[src/rtl/dmx_tx_pkg.sv]
package dmx_tx_pkg;
  typedef enum logic [1:0] {
    ST_IDLE  = 2'd0,
    ST_BREAK = 2'd1,
    ST_MAB   = 2'd2,
    ST_DATA  = 2'd3
  } seq_st_t;

  localparam int unsigned DATA_BITS = 8;
endpackage

[src/rtl/dmx_bit_timer.sv]
module dmx_bit_timer #(
  parameter int unsigned DIV = 8
) (
  input  logic clk,
  input  logic rst_n,
  input  logic clr_i,
  input  logic en_i,
  output logic tick_o
);
  localparam int unsigned DW = (DIV > 1) ? $clog2(DIV) : 1;

  logic [DW-1:0] cnt_q, cnt_d;

  assign tick_o = en_i && (cnt_q == DW'(DIV - 1));

  always_comb begin
    cnt_d = cnt_q;
    if (clr_i)
      cnt_d = '0;
    else if (en_i)
      cnt_d = tick_o ? '0 : cnt_q + 1'b1;
  end

  always_ff @(posedge clk or negedge rst_n) begin
    if (!rst_n) cnt_q <= '0;
    else        cnt_q <= cnt_d;
  end
endmodule

[src/rtl/dmx_char_ser.sv]
module dmx_char_ser #(
  parameter int unsigned STOP_BITS = 2
) (
  input  logic       clk,
  input  logic       rst_n,
  input  logic       load_i,
  input  logic [7:0] data_i,
  input  logic       tick_i,
  output logic       txd_o,
  output logic       active_o,
  output logic       char_end_o
);
  localparam int unsigned CHAR_BITS = 1 + dmx_tx_pkg::DATA_BITS + STOP_BITS;
  localparam int unsigned BW        = $clog2(CHAR_BITS);

  logic [CHAR_BITS-1:0] sh_q, sh_d;
  logic [BW-1:0]        left_q, left_d;
  logic                 act_q, act_d;

  assign char_end_o = act_q && tick_i && (left_q == '0);
  assign txd_o      = act_q ? sh_q[0] : 1'b1;
  assign active_o   = act_q;

  always_comb begin
    sh_d   = sh_q;
    left_d = left_q;
    act_d  = act_q;
    if (load_i) begin
      sh_d   = {{STOP_BITS{1'b1}}, data_i, 1'b0};
      left_d = BW'(CHAR_BITS - 1);
      act_d  = 1'b1;
    end else if (act_q && tick_i) begin
      if (left_q == '0) begin
        act_d = 1'b0;
      end else begin
        sh_d   = {1'b1, sh_q[CHAR_BITS-1:1]};
        left_d = left_q - 1'b1;
      end
    end
  end

  always_ff @(posedge clk or negedge rst_n) begin
    if (!rst_n) begin
      sh_q   <= '1;
      left_q <= '0;
      act_q  <= 1'b0;
    end else begin
      sh_q   <= sh_d;
      left_q <= left_d;
      act_q  <= act_d;
    end
  end
endmodule

[src/rtl/dmx_pkt_seq.sv]
module dmx_pkt_seq
  import dmx_tx_pkg::*;
#(
  parameter int unsigned BRK_CYC    = 176,
  parameter int unsigned MAB_CYC    = 16,
  parameter int unsigned BUF_SLOTS  = 32,
  parameter int unsigned PAD_BASE   = 258,
  parameter int unsigned TAIL_ZEROS = 255,
  parameter int unsigned SW         = 9,
  parameter int unsigned AW         = 5,
  parameter int unsigned CW         = 10,
  parameter int unsigned IVW        = 8
) (
  input  logic          clk,
  input  logic          rst_n,
  input  logic          start_i,
  input  logic [SW-1:0] slot_cnt_i,
  input  logic          char_end_i,
  output logic          load_o,
  output logic          in_buf_o,
  output logic [AW-1:0] buf_raddr_o,
  output seq_st_t       st_o,
  output logic          done_o
);
  localparam int unsigned MAX_CHARS = BUF_SLOTS + PAD_BASE + TAIL_ZEROS;

  seq_st_t        st_q, st_d;
  logic [IVW-1:0] ivl_q, ivl_d;
  logic [CW-1:0]  cidx_q, cidx_d;
  logic [CW-1:0]  tot_q, tot_d;
  logic           done_q, done_d;
  logic           ivl_zero, last_end;
  logic [SW-1:0]  eff_slots;

  assign ivl_zero  = (ivl_q == '0);
  assign eff_slots = (slot_cnt_i > SW'(PAD_BASE)) ? SW'(PAD_BASE) : slot_cnt_i;
  assign last_end  = (st_q == ST_DATA) && char_end_i && (cidx_q == tot_q);
  assign load_o    = ((st_q == ST_MAB) && ivl_zero) ||
                     ((st_q == ST_DATA) && char_end_i && (cidx_q != tot_q));
  assign in_buf_o    = (cidx_q < CW'(BUF_SLOTS));
  assign buf_raddr_o = in_buf_o ? cidx_q[AW-1:0] : '0;
  assign st_o        = st_q;
  assign done_o      = done_q;

  always_comb begin
    st_d   = st_q;
    ivl_d  = ivl_q;
    cidx_d = cidx_q;
    tot_d  = tot_q;
    done_d = last_end;
    unique case (st_q)
      ST_IDLE: begin
        if (start_i) begin
          st_d   = ST_BREAK;
          ivl_d  = IVW'(BRK_CYC - 1);
          cidx_d = '0;
          tot_d  = CW'(MAX_CHARS) - CW'(eff_slots);
        end
      end
      ST_BREAK: begin
        if (ivl_zero) begin
          st_d  = ST_MAB;
          ivl_d = IVW'(MAB_CYC - 1);
        end else begin
          ivl_d = ivl_q - 1'b1;
        end
      end
      ST_MAB: begin
        if (ivl_zero) st_d  = ST_DATA;
        else          ivl_d = ivl_q - 1'b1;
      end
      ST_DATA: begin
        if (last_end) st_d = ST_IDLE;
      end
      default: st_d = ST_IDLE;
    endcase
    if (load_o) cidx_d = cidx_q + 1'b1;
  end

  always_ff @(posedge clk or negedge rst_n) begin
    if (!rst_n) begin
      st_q   <= ST_IDLE;
      ivl_q  <= '0;
      cidx_q <= '0;
      tot_q  <= '0;
      done_q <= 1'b0;
    end else begin
      st_q   <= st_d;
      ivl_q  <= ivl_d;
      cidx_q <= cidx_d;
      tot_q  <= tot_d;
      done_q <= done_d;
    end
  end
endmodule

[src/rtl/dmx_frame_tx.sv]
module dmx_frame_tx
  import dmx_tx_pkg::*;
#(
  parameter int unsigned CLK_HZ     = 250_000_000,
  parameter int unsigned BAUD       = 250_000,
  parameter int unsigned BREAK_US   = 88,
  parameter int unsigned MAB_US     = 8,
  parameter int unsigned STOP_BITS  = 2,
  parameter int unsigned BUF_SLOTS  = 32,
  parameter int unsigned PAD_BASE   = 258,
  parameter int unsigned TAIL_ZEROS = 255
) (
  input  logic                           clk,
  input  logic                           rst_n,
  input  logic                           start_i,
  input  logic [$clog2(PAD_BASE+1)-1:0]  slot_cnt_i,
  output logic [$clog2(BUF_SLOTS)-1:0]   buf_raddr_o,
  input  logic [7:0]                     buf_rdata_i,
  output logic                           line_o,
  output logic                           busy_o,
  output logic                           done_o
);
  localparam int unsigned BIT_DIV    = CLK_HZ / BAUD;
  localparam int unsigned CYC_PER_US = CLK_HZ / 1_000_000;
  localparam int unsigned BRK_CYC    = BREAK_US * CYC_PER_US;
  localparam int unsigned MAB_CYC    = MAB_US * CYC_PER_US;
  localparam int unsigned MAX_CHARS  = BUF_SLOTS + PAD_BASE + TAIL_ZEROS;
  localparam int unsigned CW         = $clog2(MAX_CHARS + 1);
  localparam int unsigned SW         = $clog2(PAD_BASE + 1);
  localparam int unsigned AW         = $clog2(BUF_SLOTS);
  localparam int unsigned IV_MAX     = (BRK_CYC > MAB_CYC) ? BRK_CYC : MAB_CYC;
  localparam int unsigned IVW        = $clog2(IV_MAX + 1);

  // reset synchronizer: asserts at once, releases on the clock
  logic rst_meta_q, rst_q;
  always_ff @(posedge clk or negedge rst_n) begin
    if (!rst_n) begin
      rst_meta_q <= 1'b0;
      rst_q      <= 1'b0;
    end else begin
      rst_meta_q <= 1'b1;
      rst_q      <= rst_meta_q;
    end
  end

  seq_st_t    st;
  logic       load, in_buf, tick, txd, ser_act, char_end;
  logic [7:0] ser_data;

  dmx_pkt_seq #(
    .BRK_CYC   (BRK_CYC),
    .MAB_CYC   (MAB_CYC),
    .BUF_SLOTS (BUF_SLOTS),
    .PAD_BASE  (PAD_BASE),
    .TAIL_ZEROS(TAIL_ZEROS),
    .SW        (SW),
    .AW        (AW),
    .CW        (CW),
    .IVW       (IVW)
  ) seq_i (
    .clk        (clk),
    .rst_n      (rst_q),
    .start_i    (start_i),
    .slot_cnt_i (slot_cnt_i),
    .char_end_i (char_end),
    .load_o     (load),
    .in_buf_o   (in_buf),
    .buf_raddr_o(buf_raddr_o),
    .st_o       (st),
    .done_o     (done_o)
  );

  assign ser_data = in_buf ? buf_rdata_i : 8'h00;

  dmx_bit_timer #(.DIV(BIT_DIV)) tmr_i (
    .clk   (clk),
    .rst_n (rst_q),
    .clr_i (load),
    .en_i  (ser_act),
    .tick_o(tick)
  );

  dmx_char_ser #(.STOP_BITS(STOP_BITS)) ser_i (
    .clk       (clk),
    .rst_n     (rst_q),
    .load_i    (load),
    .data_i    (ser_data),
    .tick_i    (tick),
    .txd_o     (txd),
    .active_o  (ser_act),
    .char_end_o(char_end)
  );

  always_comb begin
    unique case (st)
      ST_BREAK: line_o = 1'b0;
      ST_DATA:  line_o = txd;
      default:  line_o = 1'b1;
    endcase
  end

  assign busy_o = (st != ST_IDLE);
endmodule

[config.mk]
export PLATFORM = sky130hd
export DESIGN_NAME = dmx_frame_tx
export DESIGN_NICKNAME = d
export VERILOG_FILES = /design/src/rtl/dmx_tx_pkg.sv /design/src/rtl/dmx_bit_timer.sv /design/src/rtl/dmx_char_ser.sv /design/src/rtl/dmx_pkt_seq.sv /design/src/rtl/dmx_frame_tx.sv
export SDC_FILE = /design/constraint.sdc
export NUM_CORES = 1
export LEC_CHECK = 0
export BUFFER_PORTS_ARGS = -buffer_cell sky130_fd_sc_hd__clkbuf_2
export CORE_AREA = 2 2 85 87
export CTS_BUF_LIST = sky130_fd_sc_hd__clkbuf_8
export DETAILED_ROUTE_END_ITERATION = 16
export DIE_AREA = 0 0 87 89
export PLACE_DENSITY = 0.76
export SYNTH_ARGS = -nofsm -noshare
export SYNTH_HDL_FRONTEND = slang
export SYNTH_SLANG_ARGS = --single-unit
export TNS_END_PERCENT = 10
[constraint.sdc]
create_clock -name clk -period 1.9 [get_ports clk]
set_input_delay 0.095 -clock clk [delete_from_list [all_inputs] [get_ports clk]]
set_output_delay 0.095 -clock clk [all_outputs]
set_load 0.02 [all_outputs]
==> results.py, run 1 <==
metrics = {
    "cts": {
        "cts_root_buffer": "clkbuf_8",
        "clk_pin_slew_ns": 0.07,
        "cts.sinks": 64,
        "numCtsBuffers": 9,
        "cts.path.max_buffers": 2,
        "clk-insertion-delay-late_ns": 0.35,
        "cts_max_level": 3,
        "cts_tree": "built",
    },
    "power": {
        "pwr-share-comb": 0.036,
        "swShare": 0.233,
        "powerDensity_nw_per_um2": 507,
        "switchingPower_mw": 0.590,
        "cellLeakagePower_nw": 2.30,
        "p_clk_frac": 0.420,
        "internal_power_mw": 1.94,
        "power_frac_seq": 0.543,
        "peakVddDrop_mv": 0.401,
    },
    "finish": {
        "syn_to_final_growth_pct": 35.1,
        "layout_common_cells": "buf_4 (84), dfrtp_1 (54), nand2_1 (38), nor2_1 (36)",
        "final_common_cell": "buf_4",
        "nNetsFinal": 560,
        "multi_input_area_um2": 2070,
        "layout.cells.non_filler": 615,
        "drive_gt1_frac": 0.321,
        "n_antenna_cell": 0,
        "regArea_um2": 1610,
        "nFillCells": 437,
    },
    "route": {
        "dr.first_iter.drc_count": 238,
        "drt_first_pass_iters": 5,
        "ant_nets": 0,
        "wl_mm": 9.99,
        "route.detailed.drc": 0,
        "via_count": 3622,
        "vias_per_cell": 5.89,
        "routedWlPerCell_um": 16.2,
    },
    "setup_path": {
        "r2r_start": "ser_i.left_q[1]$_DFFE_PN0P_",
        "critPathLaunchType": "flop",
        "ff2ff_setup_slack_ns": -0.35,
        "worst_ep_arrival_time_ns": 2.53,
        "crit_required_ns": 2.18,
        "reg2regPathDepth": 8,
        "timing.rr.end": "ser_i.sh_q[1]$_DFFE_PN1P_",
        "path_class": "flop to flop",
        "cp-end-kind": "flop",
        "crit_fanout": 6,
    },
    "sta": {
        "slew_headroom": 0.613,
        "rsz0062_at_grt": "true",
        "max_freq_ghz": 0.445,
        "skew_ns": 0.0117,
        "worst_pin_slew_ns": 0.573,
        "setup_viol": 35,
        "hold_slack_ns": 0.0344,
        "period_share": 1.18,
        "finalHoldViolations": 0,
        "drv_slew": 0,
        "worst_slack_ns": -0.349,
        "min_period_ns": 2.25,
    },
    "global_route": {
        "grt_pass1_vias": 3561,
        "antenna_found_initial": 0,
        "grt_max_degree": 43,
        "grt_pass1_wl_mm": 16.3,
        "track_usage": 0.270,
        "overflow": 0,
    },
    "synthesis": {
        "synth_seq_cells": 64,
        "synth_top_area_share": 0.373,
        "synth_top_area_cell": "dfrtp_1",
        "synth_fp_nets": 442,
        "synth_edf_count": 0,
        "yosysUniqueCellTypes": 53,
        "synthCells": 412,
        "synth-seq-area-share": 0.437,
        "synth-main-ff-cell": "dfrtp_1",
        "syn_area_per_cell_um2": 8.96,
        "yosysWarnings": 0,
        "async_reset_ff_frac": 1.00,
        "syn_area_um2": 3690,
        "synthTopCellsByArea": "dfrtp_1 (37%), dfstp_2 (6.4%), o21ai_0 (4.5%), nand2_1 (4.1%), nor2_1 (3.9%)",
    },
    "placement": {
        "dp_hpwl_mm": 6.80,
        "port_buffers": 27,
        "dpl.cell_count": 587,
        "gp_congestion": 0.942,
    },
    "min_path": {
        "hold_path.startpoint": "slot_cnt_i[0]",
        "min_to": "seq_i.tot_q[0]$_DFFE_PN0P_",
        "worstHoldPathType": "primary input to flop",
        "hold_depth": 3,
    },
    "job": {
        "drv_cap": 0,
    },
    "floorplan": {
        "die_x_um": 87,
        "die_area_um2": 7740,
        "die_height_um": 89,
        "pin_count": 28,
        "coreArea_um2": 6720,
        "fp-row-count": 30,
        "start_util": 0.549,
    },
    "run_status": {
        "status": "complete, but fails checks",
        "violations": "setup timing",
    },
}
Yosys cell counts, drive strengths merged (10+ instances only):
| master | instances |
|---|---|
| xnor2 | 10 |
| dfrtp | 55 |
| nand4 | 15 |
| o21ai | 33 |
| inv | 22 |
| nor2 | 38 |
| a21oi | 14 |
| xor2 | 14 |
| nand3 | 15 |
| mux2i | 13 |
| nor3 | 15 |
| o211ai | 10 |
| clkbuf | 12 |
| nand2 | 40 |
| ha | 10 |
through the flow:
step | TNS (ns) | worst slack (ns) | instance area, um^2 | power (mW) | utilization
2_1_floorplan | -6.19 | -0.249 | 3690 | 1.43 | -
3_3_place_gp | -9.40 | -0.318 | 4530 | 1.47 | 0.674
3_5_place_dp | -11.93 | -0.397 | 4530 | 1.48 | 0.674
4_1_cts | -8.89 | -0.355 | 4910 | 2.54 | 0.730
5_1_grt | -11.65 | -0.423 | 4980 | 2.62 | 0.742
6_report | -8.61 | -0.349 | 4980 | 2.53 | 0.742
final cells by class:
cell class / instances / share of cell area
Timing Repair Buffer: 123 / 0.189
Tap cell: 80 / 0.0201
Inverter: 22 / 0.0166
Sequential cell: 64 / 0.324
Clock inverter: 5 / 0.00502
Multi-Input combinational cell: 310 / 0.415
Clock buffer: 11 / 0.0304
power by group through the flow:
stage | sequential, mW | combinational, mW | clock [mW]
after floorplan | 1.41 | 0.0226 | 0
after global placement | 1.40 | 0.0742 | 0
after detailed placement | 1.40 | 0.0770 | 0
after CTS | 1.37 | 0.0919 | 1.07
after global routing | 1.38 | 0.104 | 1.14
final | 1.37 | 0.0916 | 1.06
state kept, by name, summed over array words and instances (netlist names):
register	cells
ser_i.left_q	4
ser_i.active_o	1
rst_meta_q	1
seq_i.st_o	2
ser_i.sh_q	9
tmr_i.cnt_q	10
seq_i.ivl_q	15
rst_q	1
seq_i.done_o	1
seq_i.cidx_q	10
seq_i.tot_q	10
timing repair:
item | CTS | global route
pin swaps | 10 | 9
endpoints found under the setup margin | 53 | 52
hold buffers | 9 | 0
buffers inserted | 2 | 1
hold endpoints to repair | 10 | 0
resized for setup | 38 | 23
cells by family after synthesis:
family / after synthesis / synth area share
multiplexers: 13 / 0.0353
XOR/XNOR: 24 / 0.0570
buffers and inverters: 38 / 0.0417
flip-flops: 64 / 0.437
adder cells (fa/ha/maj): 10 / 0.0339
other: 1 / 0.00102
AND/OR/NAND/NOR: 163 / 0.222
AO/OA/AOI/OAI: 99 / 0.172
layer usage:
layer / wire length [um] / global-route usage / up-vias
li1: - / - / 1730
met1: 4350 / 0.338 / 1760
met2: 5030 / 0.471 / 108
met3: 404 / 0.0582 / 24
met4: 199 / 0.0795 / 0
met5: 0 / 0 / -
worst max-delay path by stage:
| stage | end | start | depth (start not counted) | slack [ns] |
|---|---|---|---|---|
| after floorplan | seq_i.cidx_q[2]$_DFFE_PN0P_ | ser_i.left_q[0]$_DFFE_PN0P_ | 8 | -0.25 |
| after global placement | ser_i.sh_q[3]$_DFFE_PN1P_ | ser_i.left_q[1]$_DFFE_PN0P_ | 8 | -0.32 |
| after detailed placement | ser_i.sh_q[1]$_DFFE_PN1P_ | ser_i.left_q[1]$_DFFE_PN0P_ | 8 | -0.40 |
| after CTS | ser_i.sh_q[1]$_DFFE_PN1P_ | ser_i.left_q[0]$_DFFE_PN0P_ | 8 | -0.35 |
| after global routing | ser_i.sh_q[8]$_DFFE_PN1P_ | ser_i.left_q[1]$_DFFE_PN0P_ | 7 | -0.42 |
| final | ser_i.sh_q[1]$_DFFE_PN1P_ | ser_i.left_q[1]$_DFFE_PN0P_ | 8 | -0.35 |
critical path, stage by stage (launching register included):
cell and delay (ns):
dfrtp_1 0.39, inv_1 0.07, ha_2 0.18, or3b_4 0.38, or4_4 0.42, a311o_1 0.35
nand2_2 0.17, buf_6 0.15, o21ai_2 0.06
Power figures use the tool's default switching activity.
==> inputs of run 2 (changes only) <==
--- a/config.mk
+++ b/config.mk
@@ -5,11 +5,14 @@
 export SDC_FILE = /design/constraint.sdc
 export NUM_CORES = 1
 export LEC_CHECK = 0
+export ABC_AREA = 1
 export BUFFER_PORTS_ARGS = -buffer_cell sky130_fd_sc_hd__clkbuf_2
-export CORE_AREA = 2 2 85 87
+export CORE_AREA = 2 2 90 92
 export CTS_BUF_LIST = sky130_fd_sc_hd__clkbuf_8
+export CTS_CLUSTER_DIAMETER = 150
 export DETAILED_ROUTE_END_ITERATION = 16
-export DIE_AREA = 0 0 87 89
+export DIE_AREA = 0 0 92 94
+export GPL_TIMING_DRIVEN = 0
 export PLACE_DENSITY = 0.76
 export SYNTH_ARGS = -nofsm -noshare
 export SYNTH_HDL_FRONTEND = slang
==> run 2 against run 1 <==
  * The run now ends clean
  * Global-route usage decreased by 3.6 points
  * Count of clock-buffer cells in the layout is the same
  * Total power is 98% higher
  * Largest power group is now combinational logic
  * Flip-flop and latch count stayed put
  * Largest cell class unchanged
  * First-iteration DRC count decreased by 27%
  * Synthesized cell count grew 42%
  * Sequential power is 35% higher
  * Cell count is 21% higher
  * Synthesized area increased by 13%
  * Critical endpoint is now ser_i.sh_q[6]$_DFFE_PN1P_
  * Via count rose by 9.2%
  * Maximum frequency increased by 24%
  * Non-clock buffer count is 66 lower
==> results.py, run 2 <==
metrics = {
    "cts": {
        "cts.sinks": 64,
        "numCtsBuffers": 9,
        "clk-insertion-delay-late_ns": 0.35,
        "cts_root_buffer": "clkbuf_8",
        "cts_max_level": 3,
        "cts.path.max_buffers": 2,
        "cts_tree": "built",
        "clk_pin_slew_ns": 0.08,
    },
    "power": {
        "peakVddDrop_mv": 0.628,
        "pwr-share-comb": 0.376,
        "p_total_mw": 5.00,
        "internal_power_mw": 2.99,
        "switchingPower_mw": 2.02,
        "cellLeakagePower_nw": 2.47,
        "p_clk_frac": 0.255,
        "powerDensity_nw_per_um2": 1020,
        "swShare": 0.403,
        "power_frac_seq": 0.370,
    },
    "floorplan": {
        "start_util": 0.550,
        "die_area_um2": 8650,
        "coreArea_um2": 7610,
        "die_x_um": 92,
        "die_height_um": 94,
        "pin_count": 28,
        "fp-row-count": 32,
    },
    "setup_path": {
        "worst_ep_arrival_time_ns": 2.12,
        "path_class": "flop to flop",
        "cp-end-kind": "flop",
        "critPathLaunchType": "flop",
        "crit_fanout": 7,
        "critPathMaxStageDelay_ns": 0.40,
        "path_delay_family": "simple AND/OR/NAND/NOR gates",
        "cp_slowest_cell": "dfrtp_1",
        "crit_required_ns": 2.20,
        "crit_buf_inv": 3,
        "crit_chain": "inv_2 -> ha_2 -> nand2_2 -> nor2_4 -> inv_1 -> nor3_4 -> o21ai_4 -> nand2_4 -> clkbuf_16 -> nand2_1 -> nand3_1",
    },
    "synthesis": {
        "synth_fp_nets": 615,
        "synth_edf_count": 0,
        "synth_top_area_share": 0.329,
        "synth_seq_cells": 64,
        "synth-seq-area-share": 0.385,
        "synth-main-ff-cell": "dfrtp_1",
        "synth_top_area_cell": "dfrtp_1",
        "synth_top_family_by_area": "simple AND/OR/NAND/NOR gates",
        "synthTopCellsByCount": "nand2_1 (154), nor2_1 (85), inv_1 (70)",
        "synth_simple_gate_area_share": 0.368,
        "synthAdderAreaFrac": 0.0299,
        "synthCells": 585,
        "yosysUniqueCellTypes": 43,
        "synth_xor_area_frac": 0.0544,
        "yosys.cell_count.top_type": "nand2_1",
        "synthTopCellsByArea": "dfrtp_1 (33%), nand2_1 (14%), nor2_1 (7.6%), inv_1 (6.3%), nand4_1 (6.1%)",
        "async_reset_ff_frac": 1.00,
        "yosysWarnings": 0,
        "syn_area_per_cell_um2": 7.15,
        "syn_area_um2": 4180,
        "synth_compound_area_frac": 0.0679,
        "synthMuxAreaShare": 0,
    },
    "finish": {
        "fin_area_um2": 4920,
        "largest_reg_flops": 15,
        "n_antenna_cell": 0,
        "syn_to_final_growth_pct": 17.7,
        "drive_gt1_frac": 0.202,
        "nFillCells": 646,
        "fin_util": 0.647,
        "nNetsFinal": 667,
        "layout_common_cells": "nand2_1 (151), nor2_1 (78), inv_1 (66), dfrtp_1 (50), nand4_1 (41)",
        "largest_register": "seq_i.ivl_q",
        "final_common_cell": "nand2_1",
    },
    "global_route": {
        "overflow": 0,
        "grt_pass1_vias": 3585,
        "grt_max_degree": 38,
        "track_usage": 0.234,
        "grt_pass1_wl_mm": 16.4,
        "antenna_found_initial": 0,
    },
    "sta": {
        "drv_slew": 0,
        "slew_headroom": 0.435,
        "period_share": 0.958,
        "hold_slack_ns": 0.0189,
        "rsz0062_at_grt": "true",
        "min_period_ns": 1.82,
        "skew_ns": 0.0115,
        "worst_slack_ns": 0.0806,
        "setup_viol": 0,
        "finalHoldViolations": 0,
        "max_freq_ghz": 0.550,
        "worst_pin_slew_ns": 0.848,
    },
    "placement": {
        "dpl_cell_area_um2": 4470,
        "dp_slack_ns": -0.180,
        "port_buffers": 27,
        "gp_congestion": 0.900,
        "dp_hpwl_mm": 6.80,
    },
    "job": {
        "drv_cap": 0,
    },
    "route": {
        "wl_mm": 9.69,
        "routedWlPerCell_um": 13.0,
        "route.detailed.drc": 0,
        "dr.first_iter.drc_count": 173,
        "vias_per_cell": 5.32,
        "ant_nets": 0,
        "drt_first_pass_iters": 5,
        "via_count": 3957,
    },
    "run_status": {
        "status": "finished clean",
    },
    "min_path": {
        "worstHoldPathType": "primary input to flop",
    },
}
## run 2: through the flow
step | TNS, ns | std cells
finish | 0 | 744
global route | -0.321 | 744
CTS | 0 | 736
detailed placement | -1.77 | 715
global placement | -43.30 | 714
floorplan | 0 | 585
## run 2: per-layer routing
metal	share of wire	routed length (um)	up-vias	GRT usage
met4	0.012	114	0	0.0771
met3	0.042	404	12	0.0369
li1	-	-	1988	-
met2	0.49	4730	98	0.384
met5	0	0	-	0
met1	0.46	4440	1859	0.317
## run 2: cell type report
class | instances | area [um^2] | area share
Clock buffer | 11 | 151 | 0.0307
Timing Repair Buffer | 43 | 300 | 0.0610
Inverter | 80 | 304 | 0.0617
Tap cell | 102 | 128 | 0.0259
Clock inverter | 5 | 63.8 | 0.0130
Sequential cell | 64 | 1620 | 0.329
Multi-Input combinational cell | 425 | 2270 | 0.460
Buffer | 14 | 92.6 | 0.0188
## run 2: worst reg2reg max path, stage by stage, from the launching register on
cell and delay (ns):
dfrtp_1 0.40, inv_2 0.08, ha_2 0.20, nand2_2 0.07, nor2_4 0.12, inv_1 0.08
nor3_4 0.22, o21ai_4 0.14, nand2_4 0.16, clkbuf_16 0.16, nand2_1 0.04, nand3_1 0.08
## run 2: power groups by stage
stage                     Sequential, mW  Clock [mW]  Combinational [mW]
after floorplan                     1.82           0                1.38
after global placement              1.87           0                1.72
after detailed placement            1.87           0                1.77
after CTS                           1.84        1.29                1.81
after global routing                1.89        1.36                2.15
final                               1.85        1.27                1.88
## run 2: timing repair
action                                 4_1_cts  5_1_grt
cloned                                       0        1
setup endpoints to repair                   38       63
hold buffers                                 3        0
endpoints found under the hold margin        4        0
pin swaps                                    2        3
buffers inserted                             3        8
gates resized for setup                      6       44
## run 2: cells by family (layout without fill, tap and decap cells)
logic type,after synthesis,after routing
buffers and inverters,96,153
other,1,1
flip-flops,64,64
AND/OR/NAND/NOR,340,340
adder cells (fa/ha/maj),10,10
XOR/XNOR,26,26
AO/OA/AOI/OAI,48,48
## run 2: path summary, 6_finish.rpt
path	end	slack, ns	cells after the start	startpoint
max	ser_i.sh_q[6]$_DFFE_PN1P_	0.08	11	ser_i.left_q[0]$_DFFE_PN0P_
max reg2reg	ser_i.sh_q[6]$_DFFE_PN1P_	0.08	11	ser_i.left_q[0]$_DFFE_PN0P_
max in group asynchronous	ser_i.sh_q[1]$_DFFE_PN1P_	0.82	1	rst_q$_DFF_PN0_
min	ser_i.sh_q[4]$_DFFE_PN1P_	0.02	5	buf_rdata_i[3]
min reg2reg	rst_q$_DFF_PN0_	0.36	0	rst_meta_q$_DFF_PN0_
min in group asynchronous	rst_q$_DFF_PN0_	0.05	2	rst_n
==> inputs of run 3 (changes only) <==
--- a/config.mk
+++ b/config.mk
@@ -7,14 +7,17 @@
 export LEC_CHECK = 0
 export ABC_AREA = 1
 export BUFFER_PORTS_ARGS = -buffer_cell sky130_fd_sc_hd__clkbuf_2
-export CORE_AREA = 2 2 90 92
+export CELL_PAD_IN_SITES_DETAIL_PLACEMENT = 1
+export CELL_PAD_IN_SITES_GLOBAL_PLACEMENT = 2
+export CORE_AREA = 2 2 118 120
 export CTS_BUF_LIST = sky130_fd_sc_hd__clkbuf_8
 export CTS_CLUSTER_DIAMETER = 150
 export DETAILED_ROUTE_END_ITERATION = 16
-export DIE_AREA = 0 0 92 94
+export DIE_AREA = 0 0 120 122
 export GPL_TIMING_DRIVEN = 0
-export PLACE_DENSITY = 0.76
+export PLACE_DENSITY_LB_ADDON = 0.1
 export SYNTH_ARGS = -nofsm -noshare
 export SYNTH_HDL_FRONTEND = slang
+export SYNTH_HIERARCHICAL = 1
 export SYNTH_SLANG_ARGS = --single-unit
 export TNS_END_PERCENT = 10
==> run 3 against run 2 <==
  * The flow now finishes with violations (setup timing)
  * Clock power is 6% higher
  * Flip-flop and latch count unchanged
  * Sequential power grew 5%
  * Cell count grew 14%
  * Die area increased by 69%
  * Maximum frequency decreased by 12%
  * Clock skew hardly changed
  * Synthesized cell count rose by 4.8%
  * Via count up 1.0%
  * Critical endpoint is now tmr_i/cnt_q[3]$_DFFE_PN0P_
  * Highest routed layer unchanged
==> results.py, run 3 <==
metrics = {
    "cts": {
        "cts.path.max_buffers": 2,
        "cts_root_buffer": "clkbuf_8",
        "cts_max_level": 3,
        "cts.sinks": 64,
        "clk_pin_slew_ns": 0.08,
        "numCtsBuffers": 9,
        "clk-insertion-delay-late_ns": 0.37,
        "cts_tree": "built",
    },
    "power": {
        "swShare": 0.414,
        "peakVddDrop_mv": 0.366,
        "internal_power_mw": 3.11,
        "power_frac_seq": 0.368,
        "switchingPower_mw": 2.20,
        "p_clk_frac": 0.253,
        "powerDensity_nw_per_um2": 1030,
        "pwr-share-comb": 0.379,
        "cellLeakagePower_nw": 2.70,
    },
    "synthesis": {
        "syn_area_um2": 4300,
        "synthAdderAreaFrac": 0.0349,
        "yosys.cell_count.top_type": "nand2_1",
        "synth_top_area_cell": "dfrtp_1",
        "synth_top_family_by_area": "simple AND/OR/NAND/NOR gates",
        "synthTopCellsByCount": "nand2_1 (189), inv_1 (83), nor2_1 (63)",
        "synth_compound_area_frac": 0.0733,
        "synth-seq-area-share": 0.375,
        "syn_area_per_cell_um2": 7.02,
        "synthTopCellsByArea": "dfrtp_1 (32%), nand2_1 (16%), inv_1 (7.2%), dfstp_2 (5.5%), nor2_1 (5.5%)",
        "synthMuxAreaShare": 0.00233,
        "synth_edf_count": 0,
        "synth_top_area_share": 0.320,
        "synth_simple_gate_area_share": 0.367,
        "yosysUniqueCellTypes": 44,
        "synth-main-ff-cell": "dfrtp_1",
        "synthCells": 613,
        "synth_fp_nets": 645,
        "synth_seq_cells": 64,
        "yosysWarnings": 6,
        "async_reset_ff_frac": 1.00,
        "synth_xor_area_frac": 0.0407,
    },
    "route": {
        "routed-wl-met3_um": 231,
        "wl_met1_mm": 5.45,
        "ant_nets": 0,
        "route.detailed.drc": 0,
        "routedWlPerCell_um": 14.0,
        "dr.first_iter.drc_count": 137,
        "vias_per_cell": 4.71,
        "top_layer": "met4",
        "via_count": 3998,
        "drt_first_pass_iters": 4,
        "wl_mm": 11.9,
        "wl_met2_mm": 6.00,
    },
    "placement": {
        "dp_slack_ns": -0.545,
        "port_buffers": 26,
        "dpl.cell_count": 819,
        "gp_congestion": 0.812,
        "dp_hpwl_mm": 8.75,
    },
    "setup_path": {
        "critPathMaxStageDelay_ns": 0.40,
        "crit_fanout": 8,
        "critPathLaunchType": "flop",
        "cp_slowest_cell": "dfrtp_1",
        "crit_required_ns": 2.16,
        "worst_ep_arrival_time_ns": 2.32,
        "crit_chain": "ha_4 -> nand2_4 -> inv_2 -> nand3_2 -> nor4_2 -> nand2_1 -> nor2_2 -> nand2_1 -> inv_2 -> nand2_2 -> nand2_2 -> buf_12 -> nor2_4 -> nor2_4 -> xor2_1 -> nor2_1",
        "path_delay_family": "simple AND/OR/NAND/NOR gates",
        "cp-end-kind": "flop",
        "crit_buf_inv": 3,
        "path_class": "flop to flop",
    },
    "sta": {
        "drv_slew": 0,
        "max_freq_ghz": 0.484,
        "rsz0062_at_grt": "true",
        "worst_slack_ns": -0.164,
        "skew_ns": 0.0111,
        "fin_tns_setup_ns": -2.30,
        "period_share": 1.09,
        "min_period_ns": 2.06,
        "worst_pin_slew_ns": 0.864,
        "finalHoldViolations": 0,
        "setup_viol": 26,
        "slew_headroom": 0.424,
    },
    "global_route": {
        "overflow": 0,
        "grt_pass1_vias": 4241,
        "grt_max_degree": 63,
        "antenna_found_initial": 0,
        "grt_pass1_wl_mm": 20.6,
        "track_usage": 0.179,
    },
    "finish": {
        "n_antenna_cell": 0,
        "layout.cells.non_filler": 848,
        "largest_register": "seq_i/ivl_q",
        "nNetsFinal": 695,
        "largest_reg_flops": 15,
        "syn_to_final_growth_pct": 19.7,
        "drive_gt1_frac": 0.226,
        "layout_common_cells": "nand2_1 (181), inv_1 (83), nor2_1 (60), dfrtp_1 (51), nand3_1 (39)",
        "final_common_cell": "nand2_1",
        "nFillCells": 1710,
    },
    "floorplan": {
        "die_height_um": 122,
        "die_area_um2": 14600,
        "fp-row-count": 43,
        "die_x_um": 120,
        "coreArea_um2": 13500,
        "pin_count": 28,
        "start_util": 0.319,
    },
    "min_path": {
        "worstHoldPathType": "primary input to flop",
    },
    "job": {
        "drv_cap": 0,
    },
    "run_status": {
        "status": "complete, but fails checks",
        "violations": "setup timing",
    },
}
run 3: cell count changes after synthesis, sizes merged, moves of 2 or more:
cell	previous run	this run
or2	4	6
nor3	12	7
inv	80	94
o21ai	22	29
nand2	156	198
nor2	89	75
nand3	33	45
xnor2	2	6
xor2	24	14
o22ai	3	1
nand4	43	19
ha	10	12
run 3: worst paths after layout:
kind | start | endpoint | slack [ns] | depth (start not counted)
setup / recovery | tmr_i/cnt_q[1]$_DFFE_PN0P_ | tmr_i/cnt_q[3]$_DFFE_PN0P_ | -0.16 | 16
hold / removal | buf_rdata_i[7] | ser_i/sh_q[8]$_DFFE_PN1P_ | 0.04 | 5
setup reg to reg | tmr_i/cnt_q[1]$_DFFE_PN0P_ | tmr_i/cnt_q[3]$_DFFE_PN0P_ | -0.16 | 16
hold reg to reg | rst_meta_q$_DFF_PN0_ | rst_q$_DFF_PN0_ | 0.36 | 0
max in group asynchronous | rst_q$_DFF_PN0_ | seq_i/cidx_q[0]$_DFFE_PN0P_ | 0.83 | 0
min in group asynchronous | rst_n | rst_q$_DFF_PN0_ | 0.07 | 2
run 3: kinds of logic (layout without fill, tap and decap cells):
kind of cell | after synthesis | in the layout
fa+ha+maj | 12 | 12
buf+inv | 109 | 164
flops | 64 | 64
simple gates | 354 | 354
compound gates | 52 | 52
mux | 1 | 1
xor+xnor | 20 | 20
other cells | 1 | 1
run 3: tightest hold or removal path, stage by stage:
cell      delay [ns]
clkbuf_2        0.08
nand2_1         0.04
inv_1           0.05
o21ai_2         0.05
nand2_1         0.05
run 3: per-stage QoR:
stage	instance area, um^2	total power [mW]	hold slack (ns)	utilization
2_1_floorplan	4360	3.35	-0.201	-
3_3_place_gp	4720	3.89	-0.119	0.349
3_5_place_dp	4720	3.97	-0.117	0.350
4_1_cts	5100	5.38	0.0141	0.378
5_1_grt	5150	5.79	0.0462	0.381
6_report	5150	5.30	0.0361	0.381
run 3: timing repair:
action	in CTS	in global routing
pin swaps	12	10
endpoints found under the setup margin	62	65
gates resized for setup	22	19
buffers inserted	10	1
hold buffers	2	0
endpoints found under the hold margin	3	0
run 3: power groups by stage:
stage	clock network, mW	logic (mW)	registers (mW)
final	1.34	2.01	1.95
after global routing	1.45	2.34	2.01
after CTS	1.40	2.03	1.95
after detailed placement	0	1.99	1.98
after global placement	0	1.93	1.96
after floorplan	0	1.46	1.88
run 3: cell type report:
class                      count  area (um^2)  area share
buffer                        14          114      0.0221
clock buffer                  10          138      0.0267
clock inverter                 6         76.3      0.0148
inverter                      95          370      0.0719
multi-input combinational    440         2360       0.458
sequential                    64         1620       0.315
tap                          180          225      0.0437
timing repair buffer          39          245      0.0476
run 3: layer usage:
layer,vias to the layer above,track usage
met3,13,0.0281
met1,1934,0.214
li1,2018,-
met2,33,0.319
met5,-,0
met4,0,0.0772
